<file path="src/rtl/pt_walker.sv">
module pt_walker #(
  parameter int AW = 32
) (
  input  logic          clk,
  input  logic          rst_n,
  input  logic [AW-1:0] base_cr,
  input  logic          req_valid,
  output logic          req_ready,
  input  logic [AW-1:0] req_vaddr,
  input  logic          req_write,
  output logic          busy,
  output logic          done,
  output logic [AW-1:0] paddr,
  output logic          fault,
  output logic [1:0]    fault_cause,
  output logic [AW-1:0] fault_addr,
  output logic          mem_req,
  output logic          mem_we,
  output logic [AW-1:0] mem_addr,
  output logic [AW-1:0] mem_wdata,
  input  logic          mem_ack,
  input  logic [AW-1:0] mem_rdata
);
  localparam int FRM = AW - 12;
  localparam int BP = 0, BW = 1, BA = 5, BD = 6, BL = 7;
  localparam logic [1:0] C_NP = 2'd1, C_RO = 2'd2;

  typedef enum logic [2:0] {S_IDLE, S_DRD, S_DWB, S_TRD, S_TWB, S_DONE, S_FLT} st_t;

  st_t st;
  logic [AW-1:0]  va_q, ent_q, pa_q, fa_q;
  logic [FRM-1:0] root_q, tbl_q;
  logic           wr_q, big_q;
  logic [1:0]     cause_q;

  wire rp = mem_rdata[BP];
  wire rw = mem_rdata[BW];
  wire [AW-1:0] acc_set = mem_rdata | (AW'(1) << BA);
  wire [AW-1:0] dty_set = acc_set | (AW'(1) << BD);
  wire [AW-1:0] last_upd = wr_q ? dty_set : acc_set;

  wire [AW-1:0] dir_addr = {root_q, va_q[31:22], 2'b00};
  wire [AW-1:0] tbl_addr = {tbl_q, va_q[21:12], 2'b00};

  assign req_ready = (st == S_IDLE);
  assign busy      = !req_ready;
  assign done      = (st == S_DONE);
  assign fault     = (st == S_FLT);
  assign paddr     = pa_q;
  assign fault_cause = cause_q;
  assign fault_addr  = fa_q;
  assign mem_req   = (st == S_DRD) || (st == S_DWB) || (st == S_TRD) || (st == S_TWB);
  assign mem_we    = (st == S_DWB) || (st == S_TWB);
  assign mem_addr  = (st == S_TRD || st == S_TWB) ? tbl_addr : dir_addr;
  assign mem_wdata = ent_q;

  always_ff @(posedge clk or negedge rst_n) begin
    if (!rst_n) begin
      st      <= S_IDLE;
      va_q    <= '0;
      ent_q   <= '0;
      pa_q    <= '0;
      fa_q    <= '0;
      root_q  <= '0;
      tbl_q   <= '0;
      wr_q    <= 1'b0;
      big_q   <= 1'b0;
      cause_q <= '0;
    end else begin
      case (st)
        S_IDLE: if (req_valid) begin
          va_q   <= req_vaddr;
          wr_q   <= req_write;
          root_q <= base_cr[AW-1:12];
          st     <= S_DRD;
        end
        S_DRD: if (mem_ack) begin
          if (!rp) begin
            cause_q <= C_NP;
            fa_q    <= va_q;
            st      <= S_FLT;
          end else if (wr_q && !rw) begin
            cause_q <= C_RO;
            fa_q    <= va_q;
            st      <= S_FLT;
          end else if (mem_rdata[BL]) begin
            big_q <= 1'b1;
            ent_q <= last_upd;
            pa_q  <= {mem_rdata[31:22], va_q[21:0]};
            st    <= (last_upd != mem_rdata) ? S_DWB : S_DONE;
          end else begin
            big_q <= 1'b0;
            ent_q <= acc_set;
            tbl_q <= mem_rdata[AW-1:12];
            st    <= mem_rdata[BA] ? S_TRD : S_DWB;
          end
        end
        S_DWB: if (mem_ack) st <= big_q ? S_DONE : S_TRD;
        S_TRD: if (mem_ack) begin
          if (!rp) begin
            cause_q <= C_NP;
            fa_q    <= va_q;
            st      <= S_FLT;
          end else if (wr_q && !rw) begin
            cause_q <= C_RO;
            fa_q    <= va_q;
            st      <= S_FLT;
          end else begin
            ent_q <= last_upd;
            pa_q  <= {mem_rdata[31:12], va_q[11:0]};
            st    <= (last_upd != mem_rdata) ? S_TWB : S_DONE;
          end
        end
        S_TWB: if (mem_ack) st <= S_DONE;
        S_DONE, S_FLT: st <= S_IDLE;
        default: st <= S_IDLE;
      endcase
    end
  end
endmodule


</file>
<file path="config.mk">
export PLATFORM = sky130hd
export DESIGN_NAME = pt_walker
export DESIGN_NICKNAME = d
export VERILOG_FILES = /design/src/rtl/pt_walker.sv
export SDC_FILE = /design/constraint.sdc
export NUM_CORES = 1
export LEC_CHECK = 0
export BUFFER_PORTS_ARGS = -buffer_cell sky130_fd_sc_hd__buf_2
export CORE_MARGIN = 5
export CORE_UTILIZATION = 35
export DETAILED_ROUTE_END_ITERATION = 16
export PLACE_DENSITY = 0.57
export SLEW_MARGIN = 20
export SYNTH_ARGS = -nofsm -noshare
export SYNTH_HDL_FRONTEND = slang
export SYNTH_SLANG_ARGS = --single-unit
export TNS_END_PERCENT = 100
</file>
<file path="constraint.sdc">
create_clock -name clk -period 3.2 [get_ports clk]
set_input_delay 0.8 -clock clk [delete_from_list [all_inputs] [get_ports clk]]
set_output_delay 0.8 -clock clk [all_outputs]
set_load 0.03 [all_outputs]
</file>
After elaboration in Yosys (flattened, before gate mapping)
Cells that the tools add are included.
{"block": "totals", "reg_bits": 175, "input_bits": 101}
{"block": "classes", "n_eq_ne": 18, "mux": 38, "bitwise": 2, "n_reduce_logical": 18}
{"operator": "32-bit two-way mux", "count": 16}
{"operator": "32-bit case mux with 2 select lines", "count": 2}
{"operator": "32-bit inequality test", "count": 1}
{"operator": "3-bit two-way mux", "count": 10}
{"operator": "2-bit inequality test, second input constant", "count": 10}
{"operator": "3-bit case mux with 5 select lines", "count": 1}
{"operator": "5-bit AND reduction", "count": 2}
{"operator": "3-bit == test, second input constant", "count": 3}
{"operator": "2-bit two-way mux", "count": 4}
{"operator": "8-bit two-way mux", "count": 1}
{"operator": "8-bit AND reduction", "count": 1}
{"operator": "7-bit two-way mux", "count": 1}
{"operator": "7-bit AND reduction", "count": 1}
{"operator": "3-bit by 2-bit == test with 1-bit output, second input constant", "count": 2}
{"operator": "1-bit logical OR", "count": 5}
{"operator": "4-bit AND reduction", "count": 1}
{"operator": "3-bit by 1-bit == test with 1-bit output, second input constant", "count": 1}
{"operator": "3-bit logical NOT", "count": 1}
{"operator": "1-bit two-way mux", "count": 3}
{"operator": "3-bit AND reduction", "count": 1}
{"operator": "1-bit logical NOT", "count": 2}
{"operator": "2-bit by 1-bit inequality test with 1-bit output, second input constant", "count": 1}
{"operator": "1-bit inverter", "count": 2}
{"operator": "2-bit AND reduction", "count": 1}
{"operator": "3 further kinds", "count": 3}

Logic depth before layout (Yosys ltp)
{"block": "logic_depth", "depth_word": 8, "ltp_mapped": 8, "ltp_nobuf": 5}

Worst setup path after synthesis
OpenSTA, ideal clock, no wires.
{"block": "synth_path", "path_type": "reg-to-output", "startpoint": "register st[2]", "endpoint": "output mem_addr[10]", "arrival_time_ps": 1464, "path_slack_ps": 936, "stages_incl_launch_ff": 7, "path_cell_list": "dfrtp_1 > buf_6 > inv_1 > nor3_1 > nor2_1 > buf_2 > mux2_2"}
{"block": "synth_between", "elab_chain_cells": 3}
{"element": "start: declaration", "line_no": "30", "text": "st_t st;"}
{"element": "start signal: assignment", "line_no": "90", "text": "st <= (last_upd != mem_rdata) ? S_DWB : S_DONE;"}
{"element": "start signal: assignment", "line_no": "95", "text": "st <= mem_rdata[BA] ? S_TRD : S_DWB;"}
{"element": "start signal: assignment", "line_no": "98", "text": "S_DWB: if (mem_ack) st <= big_q ? S_DONE : S_TRD;"}
{"element": "3-bit by 2-bit == test with 1-bit output or 3-bit == test (tied branches)", "line_no": "54", "text": "assign mem_addr = (st == S_TRD || st == S_TWB) ? tbl_addr : dir_addr;"}
{"element": "1-bit logical OR (*)", "line_no": "54"}
{"element": "32-bit two-way mux (*)", "line_no": "54"}
{"element": "end: declaration", "line_no": "19", "text": "output logic [AW-1:0] mem_addr,"}
Mark *: on every way between the ends. The rest lies on a longest branch, timed or not.

Final worst setup path
{"block": "layout_path", "startpoint": "register st[2]", "endpoint": "output mem_addr[29]"}
Same word-level chain as after synthesis.

==> key figures <==
Worst hold path
  – Min-delay worst type: in2async

Timing
  – Setup TNS: 0 ns
  – Fmax: 328 MHz
  – Min Tclk post-route: 3.05 ns
  – RSZ-0062 raised after global routing: false
  – Final Hold Viols: 0
  – Clock Skew: 0.0214 ns
  – Fin worst setup slack: 0.151 ns
  – Final Max Tran Viols: 0
  – Fin crit share: a little over nine tenths
  – Worst-margin pin slew: 0.680 ns
  – Final setup fails: 0
  – Worst slew margin: 54.7%
  – Final Hold Slack: 0.371 ns

Yosys
  – Adder-cell share of the synthesized area: 0%
  – Synth Area in Compound Gates: 1.94%
  – Post-synth EDFFs: 0
  – Avg Cell Area, Syn: 15.5 µm²
  – #FFs+latches synth: about 180
  – Synth cell count leaders: dfrtp_1 (175), mux2_2 (156), mux2_4 (20), buf_2 (15), o21ai_0 (15)
  – Mux share of post-synthesis cell area: about a third
  – Primary FF master, synth: dfrtp_1
  – Post-synth ARST share: 100%
  – Seq/Total Area, Yosys: 60.0%
  – Synthesized cell area: 7300 µm²
  – Post-synthesis simple-gate area fraction: 3.12%
  – Most frequent cell after synthesis: dfrtp_1
  – Main combinational cell family by area after synthesis: multiplexers
  – XOR/XNOR Fraction of Synth Area: 0.120%
  – Cell taking the most area after synthesis: dfrtp_1
  – Yosys cell types: 37
  – Post-synthesis cell count: 472
  – Top-area cell type share of the netlist area: 60.0%
  – Top cells by area, synth: dfrtp_1 (60%), mux2_2 (24%), mux2_4 (4.1%), mux2_1 (1.9%), mux2i_1 (1.5%)
  – Ys Warns: 0

Drt
  – Post-DRT Antenna Nets: 0
  – Per-cell routed wire length: 18.9 µm
  – Vias: 4656
  – Residual DRC: 0
  – Met1 WL: 7750 µm
  – Detailed-router iteration count before antenna repair: 4
  – DRT iter0 DRCs: 139
  – Met2 WL post-DR: 8860 µm
  – Routed wire length: 18600 µm
  – Uppermost layer routed: met4
  – Met3 WL post-DR: roughly 1800 µm
  – Avg Vias per Cell: around 4.7

Global route
  – Largest net degree at the start of global routing: 71
  – Initial antenna violation count: 0
  – Gr usage total: 15.7%
  – Vias in the first global route: 5159
  – Overflow after GRT: 0
  – First-pass GRT wire length: 29400 µm

Clock network
  – CTS tree: yes
  – CTS root buf: clkbuf_16
  – CTS max path bufs: 2
  – Hold_buf cts: 0
  – CTS clk-pin slew, worst paths: about 0.070 ns
  – Worst-Skew Late Latency: between 0.4 and 0.5 ns
  – CTS buffer count: 17
  – Sink Count: 175
  – H-tree lvl count: 4

Flow run
  – Max-cap check violation count: 0

Die
  – Die area: 23800 µm²
  – Starting Density: 35.8%
  – # rows: 52
  – Die width: 154 µm
  – CORE AREA: 20400 µm²
  – I/O Pins: 237
  – Die Span Y: ~150 µm

Critical path
  – Flop-to-flop setup slack: 0.84 ns
  – Worst EP required: 2.40 ns
  – Worst Path Class, Setup: reg2out
  – Startpoint types: register
  – Crit path capture type: primary output
  – Crit path max fanout: 15
  – Critical path arrival: 2.25 ns

Place
  – Setup slack at placement: 0.104 ns
  – RePlAce Congestion: 0.774
  – Hpwl dp: 13200 µm
  – Port bufs: 222

Power and ir drop
  – Worst VDD drop: approximately 0.65 mV
  – Leakage power: 0.00447 µW
  – PD cells: 1230 nW/µm²

Outcome
  – Status: completed

Final layout
  – Layout cells sized above 1: between 60% and 70%
  – Area Overhead vs Synth: 28.4%
  – Post-layout nets: 802
[cell usage in the layout (no fill, tap or decap), drive strengths merged, types with 5 or more instances in the layout]
master,synthesis,final
buf,28,238
clkbuf,2,18
dfrtp,175,175
inv,4,11
mux2,188,188
mux2i,11,11
nand2,11,11
nand2b,5,5
nor2,7,8
o21ai,15,15
[where the power goes]
| group | switching (µW) | internal, µW | total [µW] |
|---|---|---|---|
| registers | 668 | 3320 | 3980 |
| clock network | 921 | 1180 | 2100 |
| logic | 3290 | 2160 | 5450 |
| total | 4880 | 6650 | 11500 |
[cell families (layout without fill, tap and decap cells)]
group	count (synthesis)	in the layout
other cells	1	3
buf+inv	34	274
flops	175	175
mux	199	199
simple gates	38	39
compound gates	24	24
xor+xnor	1	1
[registers in the layout, summed over array words and instances (netlist names)]
signal and flops:
tbl_q 20, mem_wdata 32, va_q 32, big_q 1
paddr 32, fault_addr 32, fault_cause 2, root_q 20
st 3, wr_q 1
[through the flow]
step / utilization (%) / cell area [µm²] / total power [µW] / std cells
floorplan: - / 7300 / 7820 / 473
detailed placement: 42.7 / 8700 / 9460 / 947
global placement: 42.7 / 8700 / 9320 / 947
finish: 46.0 / 9370 / 11500 / 985
CTS: 46.0 / 9370 / 11700 / 984
global route: 46.0 / 9370 / 12200 / 984
[repair_timing]
action / 4_1_cts / 5_1_grt
setup buffers: 4 / 0
endpoints found under the hold margin: 0 / 0
resized for setup: 3 / 1
gates cloned: 1 / 0
pin swaps: 2 / 0
endpoints found under the setup margin: 30 / 9
[routing by layer]
layer | vias to the layer above | track usage (%)
met2 | 169 | 25.1
li1 | 2149 | -
met3 | 10 | 7.21
met4 | 0 | 4.04
met5 | - | 0
met1 | 2328 | 19.6
[final cells by class]
cell class / instances / area (µm²)
Timing Repair Buffer: 238 / 1300
Clock buffer: 18 / 429
Fill cell: 1884 / 11000
Antenna cell: 1 / 2.50
Sequential cell: 175 / 4380
Tap cell: 270 / 338
Inverter: 4 / 15.0
Clock inverter: 14 / 173
Multi-Input combinational cell: 265 / 2730
[final timing paths]
check,from,to,cells after the start
worst max-delay path,st[2],mem_addr[29],6
worst min-delay path,rst_n,mem_wdata[15],1
worst max register to register,st[2],va_q[19],7
worst min register to register,mem_wdata[5],mem_wdata[5],1
max in group asynchronous,rst_n,va_q[4],2
min in group clk,mem_wdata[5],mem_wdata[5],1
[critical path, cell delays in order (launching register included)]
cell and delay, ns:
dfrtp_1 0.56, inv_1 0.16, nor3_4 0.36, nor2_4 0.08
buf_12 0.17, mux2_2 0.29, buf_2 0.18
No activity file was read; power rests on OpenSTA's default activity.
